$ cat src/rtl/eo_mul_pkg.sv
package eo_mul_pkg;

    typedef enum logic [2:0] {
        ST_IDLE  = 3'd0,
        ST_LOAD  = 3'd1,
        ST_PREP  = 3'd2,
        ST_ITER  = 3'd3,
        ST_DRAIN = 3'd4,
        ST_STORE = 3'd5,
        ST_DONE  = 3'd6
    } mul_state_e;

    typedef struct packed {
        logic zero;
        logic dbl;
        logic neg;
    } booth_sel_t;

endpackage

$ cat src/rtl/eo_booth_recode.sv
module eo_booth_recode
    import eo_mul_pkg::*;
(
    input  logic [2:0] triple_i,
    output booth_sel_t sel_o
);
    always_comb begin
        sel_o = '{zero: 1'b1, dbl: 1'b0, neg: 1'b0};
        unique case (triple_i)
            3'b000, 3'b111: sel_o = '{zero: 1'b1, dbl: 1'b0, neg: 1'b0};
            3'b001, 3'b010: sel_o = '{zero: 1'b0, dbl: 1'b0, neg: 1'b0};
            3'b011:         sel_o = '{zero: 1'b0, dbl: 1'b1, neg: 1'b0};
            3'b100:         sel_o = '{zero: 1'b0, dbl: 1'b1, neg: 1'b1};
            3'b101, 3'b110: sel_o = '{zero: 1'b0, dbl: 1'b0, neg: 1'b1};
            default:        sel_o = '{zero: 1'b1, dbl: 1'b0, neg: 1'b0};
        endcase
    end
endmodule

$ cat src/rtl/eo_booth_pp.sv
module eo_booth_pp
    import eo_mul_pkg::*;
#(
    parameter int WIDTH = 32
) (
    input  logic [WIDTH-1:0] mcand_i,
    input  booth_sel_t       sel_i,
    output logic [WIDTH-1:0] pp_o
);
    logic [WIDTH-1:0] mag;

    always_comb begin
        if (sel_i.zero) begin
            mag = '0;
        end else if (sel_i.dbl) begin
            mag = {mcand_i[WIDTH-2:0], 1'b0};
        end else begin
            mag = mcand_i;
        end
        pp_o = sel_i.neg ? (~mag + {{(WIDTH-1){1'b0}}, 1'b1}) : mag;
    end
endmodule

$ cat src/rtl/eo_early_out.sv
module eo_early_out #(
    parameter int WIDTH    = 32,
    parameter int MIN_ITER = 4
) (
    input  logic [WIDTH:0]                      rest_i,
    input  logic [$clog2(WIDTH/2 + 1)-1:0]      next_cnt_i,
    output logic                                stop_o
);
    localparam int ITERS = WIDTH / 2;
    localparam int CW    = $clog2(ITERS + 1);

    logic uniform;
    logic floor_met;
    logic at_last;

    always_comb begin
        uniform   = (&rest_i) | (~|rest_i);
        floor_met = (next_cnt_i >= CW'(MIN_ITER));
        at_last   = (next_cnt_i == CW'(ITERS));
        stop_o    = floor_met & (uniform | at_last);
    end
endmodule

$ cat src/rtl/eo_mul_fsm.sv
module eo_mul_fsm
    import eo_mul_pkg::*;
(
    input  logic       clk,
    input  logic       rst_n,
    input  logic       start_i,
    input  logic       stop_i,
    output mul_state_e state_o,
    output logic       busy_o,
    output logic       done_o
);
    mul_state_e state_q;
    mul_state_e state_d;

    always_ff @(posedge clk or negedge rst_n) begin
        if (!rst_n) begin
            state_q <= ST_IDLE;
        end else begin
            state_q <= state_d;
        end
    end

    always_comb begin
        state_d = state_q;
        unique case (state_q)
            ST_IDLE:  state_d = start_i ? ST_LOAD : ST_IDLE;
            ST_LOAD:  state_d = ST_PREP;
            ST_PREP:  state_d = ST_ITER;
            ST_ITER:  state_d = stop_i ? ST_DRAIN : ST_ITER;
            ST_DRAIN: state_d = ST_STORE;
            ST_STORE: state_d = ST_DONE;
            ST_DONE:  state_d = ST_IDLE;
            default:  state_d = ST_IDLE;
        endcase
    end

    always_comb begin
        state_o = state_q;
        busy_o  = (state_q != ST_IDLE);
        done_o  = (state_q == ST_DONE);
    end

    AST_START_WHILE_BUSY: assert property (@(posedge clk) disable iff (!rst_n)
        (state_q != ST_IDLE && start_i) |=> (state_q != ST_LOAD));
    AST_DONE_SINGLE: assert property (@(posedge clk) disable iff (!rst_n)
        done_o |=> !done_o);
    AST_IDLE_AFTER_DONE: assert property (@(posedge clk) disable iff (!rst_n)
        done_o |=> !busy_o);
endmodule

$ cat src/rtl/eo_booth_mul.sv
module eo_booth_mul
    import eo_mul_pkg::*;
#(
    parameter int WIDTH    = 32,
    parameter int MIN_ITER = 4
) (
    input  logic             clk,
    input  logic             rst_n,
    input  logic             start_i,
    input  logic [WIDTH-1:0] mcand_i,
    input  logic [WIDTH-1:0] mplier_i,
    output logic             busy_o,
    output logic             done_o,
    output logic [WIDTH-1:0] product_o
);
    localparam int ITERS = WIDTH / 2;
    localparam int CW    = $clog2(ITERS + 1);

    mul_state_e        state;
    logic [WIDTH-1:0]  mcand_q;
    logic [WIDTH-1:0]  mplr_q;
    logic              hist_q;
    logic [WIDTH-1:0]  acc_q;
    logic [WIDTH-1:0]  sum_q;
    logic [WIDTH-1:0]  prod_q;
    logic [CW-1:0]     cnt_q;

    logic [WIDTH-1:0]  mplr_next;
    logic              hist_next;
    logic [CW-1:0]     cnt_next;
    booth_sel_t        sel;
    logic [WIDTH-1:0]  pp;
    logic              stop;

    always_comb begin
        mplr_next = {{2{mplr_q[WIDTH-1]}}, mplr_q[WIDTH-1:2]};
        hist_next = mplr_q[1];
        cnt_next  = cnt_q + CW'(1);
    end

    eo_booth_recode u_recode (
        .triple_i ({mplr_q[1:0], hist_q}),
        .sel_o    (sel)
    );

    eo_booth_pp #(.WIDTH(WIDTH)) u_pp (
        .mcand_i (mcand_q),
        .sel_i   (sel),
        .pp_o    (pp)
    );

    eo_early_out #(.WIDTH(WIDTH), .MIN_ITER(MIN_ITER)) u_eo (
        .rest_i     ({mplr_next, hist_next}),
        .next_cnt_i (cnt_next),
        .stop_o     (stop)
    );

    eo_mul_fsm u_fsm (
        .clk     (clk),
        .rst_n   (rst_n),
        .start_i (start_i),
        .stop_i  (stop),
        .state_o (state),
        .busy_o  (busy_o),
        .done_o  (done_o)
    );

    always_ff @(posedge clk or negedge rst_n) begin
        if (!rst_n) begin
            mcand_q <= '0;
            mplr_q  <= '0;
            hist_q  <= 1'b0;
            acc_q   <= '0;
            sum_q   <= '0;
            prod_q  <= '0;
            cnt_q   <= '0;
        end else begin
            unique case (state)
                ST_IDLE: begin
                    if (start_i) begin
                        mcand_q <= mcand_i;
                        mplr_q  <= mplier_i;
                    end
                end
                ST_LOAD: begin
                    acc_q  <= '0;
                    hist_q <= 1'b0;
                end
                ST_PREP: begin
                    cnt_q <= '0;
                end
                ST_ITER: begin
                    acc_q   <= acc_q + pp;
                    mcand_q <= {mcand_q[WIDTH-3:0], 2'b00};
                    mplr_q  <= mplr_next;
                    hist_q  <= hist_next;
                    cnt_q   <= cnt_next;
                end
                ST_DRAIN: begin
                    sum_q <= acc_q;
                end
                ST_STORE: begin
                    prod_q <= sum_q;
                end
                ST_DONE: begin
                end
                default: begin
                end
            endcase
        end
    end

    assign product_o = prod_q;

    AST_PRODUCT_HOLD: assert property (@(posedge clk) disable iff (!rst_n)
        !$stable(product_o) |-> done_o);
    AST_DIGIT_CAP: assert property (@(posedge clk) disable iff (!rst_n)
        (state == ST_ITER) |-> (cnt_q < CW'(ITERS)));
    AST_FLOOR_MET: assert property (@(posedge clk) disable iff (!rst_n)
        (state == ST_DRAIN) |-> (cnt_q >= CW'(MIN_ITER)));
    AST_REST_ZERO_DIGITS: assert property (@(posedge clk) disable iff (!rst_n)
        (state == ST_DRAIN) |-> ((&{mplr_q, hist_q}) || (~|{mplr_q, hist_q})));
endmodule

$ cat config.mk
export PLATFORM = sky130hd
export DESIGN_NAME = eo_booth_mul
export DESIGN_NICKNAME = d
export VERILOG_FILES = /design/src/rtl/eo_mul_pkg.sv /design/src/rtl/eo_booth_recode.sv /design/src/rtl/eo_booth_pp.sv /design/src/rtl/eo_early_out.sv /design/src/rtl/eo_mul_fsm.sv /design/src/rtl/eo_booth_mul.sv
export SDC_FILE = /design/constraint.sdc
export NUM_CORES = 1
export LEC_CHECK = 0
export CORE_ASPECT_RATIO = 0.7
export CORE_MARGIN = 2
export CORE_UTILIZATION = 45
export DETAILED_ROUTE_END_ITERATION = 8
export PLACE_DENSITY_LB_ADDON = 0.05
export SLEW_MARGIN = 20
export SYNTH_ARGS = -nofsm -noshare
export SYNTH_HDL_FRONTEND = slang
export SYNTH_SLANG_ARGS = --single-unit
$ cat constraint.sdc
create_clock -name clk -period 5.49 [get_ports clk]
set_input_delay 1.098 -clock clk [delete_from_list [all_inputs] [get_ports clk]]
set_output_delay 1.098 -clock clk [all_outputs]
set_load 0.05 [all_outputs]
==> run metrics, run 1 <==
Post-DRT Antenna Nets 0; Register Area 4233 um2; die height 132.0 um; Critical Path Fanout Max 16; CP Capture Type flip-flop; Cells after Synth 1,162; clk root buf clkbuf_16; Synth Register Bits 169; I/O Buffers 100; Ports 101; DRC 0; Synth area leaders dfrtp_1 (40%), mux2_2 (6.8%), nand2_1 (6.3%), o21ai_0 (6.1%), mux2i_1 (5.3%); placed insts 1,536; Syn-to-layout area delta 19.63%; setup ws final 342.5 ps; post-synthesis sequential area ratio 40.16%; ys async rst share 100.0%; crit path time final 5148 ps; Main synth FF type dfrtp_1; most common cell after layout, fill and taps aside nand2_1; antenna fix cells 0; CP Launch Type flip-flop; status finished clean; Via density 5.624; total global-route track usage 23.27%; Hold WC Path Type flip-flop to flip-flop; fin. max-slew vios 0; clk_lat worst skew 450 ps; Avg WL per Cell 17.66 um; Final setup viols 0; FP Rows 46; area of all placed cells without fillers 12,600 um2; DRT iter0 DRCs 629; Num CTS Buffers 17; most frequent cells in the layout nand2_1 (175), dfrtp_1 (166), o21ai_0 (128); total wire length 27,690 um; largest net degree at the start of global routing 122; placed cell area 11,970 um2; Sink Count 169; P_leak 5.482 nW; number of global-route vias before repair 8,501; Final TNS setup 0 ps; RD Place Congestion 0.9035; Synth top area share 40.16%; hpwl dp 19,970 um; Final Non-Filler Cells 1,568; fill count 2,127; TritonCTS clock tree built; routed vias 8,818; final hold vios 0; Post-synth EDFFs 0; Relative slew margins 30.82%; CP required 5810 ps; first-pass iteration count of the detailed router 5; hold_buf cts 0; Setup WS pre-CTS 306.0 ps; RSZ-0062 raised after global routing false; NumNets Final 1,351; Synth area leader dfrtp_1; max-cap violations 0; Die Width 186.8 um; CP Data Arrival Time 5460 ps; Cell Pwr Density 604.3 nW/um2; Initial Utilization 46.21%; first-pass GRT wire length 46,190 um; final cycle utilization of the critical path 93.76%; die footprint 24,660 um2; Crit Path Category flip-flop to flip-flop; Max Clk Rate 194.3 MHz; Final Skew 12.71 ps; Worst Tran Pin Value 1038 ps; Syn Area/Cell 9.063 um2; H-tree depth 4; area of the multi-input gates 5942 um2; clk buf depth 2; Max rail drop VDD 0.4937 mV; total gr overflow 0; proportion of layout cells with a drive suffix above 1 12.90%; synth unique cells 67; yosys warns 0; initial antenna violation count 0; Worst-path clk slew 80 ps; Net Count, Synth 1,270; cell area after synthesis 10,530 um2; Core ar. 22,790 um2
cell families (layout without fill, tap and decap cells):
group	after synthesis	in the layout	share of synthesized area [%]
multiplexers	120	120	12.17
AND/OR/NAND/NOR	336	336	14.79
XOR/XNOR	68	68	5.655
AO/OA/AOI/OAI	322	322	18.27
buffers and inverters	106	200	4.016
adder cells (fa/ha/maj)	41	41	4.942
flip-flops	169	169	40.16
cell type report:
type | instances | area share, %
timing repair buffer | 140 | 10.54
clock buffer | 18 | 3.486
tap | 312 | 3.099
sequential | 169 | 33.60
clock inverter | 14 | 1.281
multi-input combinational | 887 | 47.16
inverter | 28 | 0.8342
layer usage:
layer	part of all wire (%)	up-vias	global-route usage [%]
met5	0	-	0
met1	51	4269	34.73
met3	4.2	28	3.913
li1	-	4321	-
met4	1.2	0	6.570
met2	43	200	34.68
what timing repair did:
action                                  4_1_cts  5_1_grt
resized for setup                             0        8
buffers inserted                              0        0
endpoints found under the setup margin        0        6
state kept, by name (all words and copies together), names as in the netlist:
register,cells
hist_q,1
acc_q,32
u_fsm.state_o,3
sum_q,32
cnt_q,5
mplr_q,32
product_o,32
mcand_q,32
metrics by stage:
step	hold slack [ps]	power, mW	util (%)
after global routing	511.4	8.277	55.28
after global placement	488.1	6.266	52.51
after CTS	506.0	7.556	55.15
after detailed placement	491.9	6.269	52.51
after floorplan	466.3	5.026	-
final	501.2	7.613	55.28
synthesized netlist by cell type, types with 3 or more instances:
cell type / n
a31oi_1: 16
a31o_2: 3
dfrtp_1: 169
nand4_1: 17
o21ai_0: 129
a221oi_1: 10
o21a_1: 3
o41ai_1: 3
nor4_1: 12
mux2_2: 64
clkbuf_1: 55
buf_1: 13
a21o_1: 19
or3_1: 4
xor2_1: 39
a22oi_1: 4
ha_1: 40
nand2_1: 176
inv_1: 26
xnor2_1: 29
nor2b_1: 12
buf_2: 8
o211ai_1: 5
o22ai_1: 5
nand3_1: 15
and3_1: 6
a21oi_1: 86
nand2b_1: 13
o21bai_1: 3
mux2i_1: 56
nor2_1: 49
o221ai_1: 4
a211oi_1: 4
nor3_1: 13
o31ai_1: 11
worst paths after layout:
check	depth (start not counted)	from	slack [ps]	endpoint
hold reg to reg	1	sum_q[6]	500	product_o[6]
hold / removal	1	sum_q[6]	500	product_o[6]
setup / recovery	20	hist_q	340	acc_q[27]
min in group asynchronous	1	rst_n	610	mplr_q[11]
setup reg to reg	20	hist_q	340	acc_q[27]
max in group asynchronous	2	rst_n	3850	product_o[1]
report_power, final:
part           total [mW]  internal, mW  switching, mW
combinational        4.31          1.73           2.59
sequential           2.05          1.60          0.450
clock                1.25         0.693          0.558
total                7.61          4.02           3.59
critical path: stages (launching register included):
cell       delay, ps
dfrtp_2          490
buf_4            220
inv_1            300
o221a_2          250
a31oi_1          100
a2111oi_4        360
nand3_2          160
or4_4            590
nor3_4           210
nor2_1            80
xor2_1           170
ha_1             320
a211o_1          300
o211ai_1         130
a31oi_1          110
or3_1            360
o311ai_2         290
nand2b_1         100
a21oi_1          200
xor2_1           160
o21ai_0           90
Power figures use the tool's default switching activity.
==> run 2: changes to the inputs <==
--- a/config.mk
+++ b/config.mk
@@ -6,7 +6,6 @@
 export NUM_CORES = 1
 export LEC_CHECK = 0
 export CORE_ASPECT_RATIO = 0.7
-export CORE_MARGIN = 2
 export CORE_UTILIZATION = 45
 export DETAILED_ROUTE_END_ITERATION = 8
 export PLACE_DENSITY_LB_ADDON = 0.05
==> run 2 against run 1 <==
  * Final cell count decreased by 0.32%
  * Flip-flop and latch count unchanged
  * Worst hold slack got worse by 0.98 ps
  * Total power decreased by 1.9%
  * Register-to-register slack improved by 30 ps
  * Clock-buffer cell count increased by 1
  * Die area decreased by 2.6%
  * Non-clock buffer count decreased by 5
  * Critical endpoint unchanged
  * Largest power group unchanged
==> run metrics, run 2 (synthesis gave the netlist of run 1 again) <==
antenna fix cells 0; Sink Count 169; final hold vios 0; NumNets Final 1,346; clk buf depth 2; total gr overflow 0; DRC 0; routed vias 8,751; Min Hold Slack 500.2 ps; gr busiest metal met1; Relative slew margins 33.99%; most frequent cells in the layout nand2_1 (176), dfrtp_1 (166), o21ai_0 (128); r2r setup slk 370 ps; worst r2r src mplr_q[0]; Crit Path Category flip-flop to flip-flop; met2 Use GR 34.43%; Initial Utilization 46.21%; met1 Use GR 35.35%; Worst Tran Pin Value 987.8 ps; final cycle utilization of the critical path 93.30%; Post-DRT Antenna Nets 0; Num CTS Buffers 17; Final TNS setup 0 ps; CP Data Arrival Time 5450 ps; initial antenna violation count 0; Worst-path clk slew 80 ps; crit-path cells buf_2 > or2_1 > o21ai_2 > a21oi_1 > inv_1 > ha_2 > o21ai_2 > a2111oi_4 > nand3_2 > or4_4 > nor3_4 > a21oi_1 > xor2_1 > ha_1 > nand3_1 > nor3_1 > a22o_1 > or3_4 > o311ai_2 > nand2b_1 > a21oi_1 > xor2_1 > o21ai_0; Avg WL per Cell 17.21 um; Hold Startpoint sum_q[21]; I/O Buffers 100; Max Clk Rate 195.2 MHz; largest net degree at the start of global routing 121; Ports 101; Worst Hold End product_o[21]; slowest CP cell or4_4; TritonCTS clock tree built; Hold WC Path Type flip-flop to flip-flop; hold_buf cts 0; die height 130.0 um; CP Capture Type flip-flop; status finished clean; Hold Path Depth 1; proportion of layout cells with a drive suffix above 1 12.55%; Via density 5.599; fin. max-slew vios 0; Most Frequent Cell on Critical Path a21oi_1; crit path time final 5122 ps; Core ar. 22,790 um2; Die Width 184.8 um; DRT iter0 DRCs 658; Syn-to-layout area delta 19.15%; Worst Reg-to-Reg Cells 23; RD Place Congestion 0.8843; total wire length 26,900 um; max-cap violations 0; fill count 2,128; die footprint 24,030 um2; Final setup viols 0; Final Skew 15.95 ps; most common cell after layout, fill and taps aside nand2_1; clk root buf clkbuf_16; CP Launch Type flip-flop; hpwl dp 19,580 um; P_leak 5.445 nW; clk_lat worst skew 450 ps; total global-route track usage 23.32%; Cell Pwr Density 595.5 nW/um2; Max rail drop VDD 0.3110 mV; first-pass iteration count of the detailed router 5; number of global-route vias before repair 8,005; H-tree depth 4; Register Area 4233 um2; Critical Path Fanout Max 7; RSZ-0062 raised after global routing false; first-pass GRT wire length 43,640 um; Critical R2R Capture acc_q[27]; CP required 5820 ps; Slowest Stage Delay on Critical Path 600 ps; FP Rows 46; met3 Use GR 3.963%; area of the multi-input gates 5933 um2
[run 2: changes by cell type in the layout (fill, tap and decap cells not counted), sizes merged]
cell and delta:
clkinv -1, buf -5, clkinvlp -2, bufinv -2, inv +4, clkbuf +1
[run 2: power by group]
group	internal (mW)	switching [mW]	total (mW)
combinational	1.70	2.53	4.23
sequential	1.60	0.445	2.04
clock	0.625	0.570	1.20
total	3.93	3.55	7.47
[run 2: worst max path at each step]
stage / end / start
4_1_cts: acc_q[27] / mplr_q[0]
2_1_floorplan: acc_q[27] / hist_q
6_report: acc_q[27] / mplr_q[0]
3_3_place_gp: acc_q[27] / mplr_q[0]
3_5_place_dp: acc_q[27] / mplr_q[0]
5_1_grt: acc_q[27] / mplr_q[0]
[run 2: per-stage QoR]
step	total power, mW	setup slack, ps	util, %	cells	area, um2
after floorplan	5.026	21.45	-	1162	10560
after global placement	6.193	301.0	52.31	1528	11920
after detailed placement	6.204	259.9	52.31	1528	11920
after CTS	7.438	151.3	54.85	1560	12500
after global routing	8.098	34.91	55.06	1563	12550
final	7.472	368.0	55.06	1563	12550
[run 2: worst max-delay path: cells and delay by family (launching register included)]
kind	cells	cell delay, ps
AND/OR/NAND/NOR	8	1990
AO/OA/AOI/OAI	9	1450
adder cells (fa/ha/maj)	2	530
flip-flops	1	450
XOR/XNOR	2	310
buffers and inverters	2	250
[run 2: final cells by class]
class                   instances  area share (%)
clock inverters                13           1.007
inverters                      28          0.8376
flip-flops and latches        169           33.73
well taps                     312           3.111
repair buffers                135           10.42
multi-input cells             887           47.28
clock buffers                  19           3.610
[run 2: layer usage]
layer	share of wire, %	vias to the layer above	wire length (um)
li1	-	4301	-
met1	52	4246	13940
met2	43	184	11590
met3	4.2	20	1121
met4	0.90	0	241
met5	0	-	0
[run 2: repair_timing]
action | 4_1_cts | 5_1_grt
setup buffers | 0 | 3
gates resized for setup | 0 | 9
setup endpoints to repair | 0 | 6
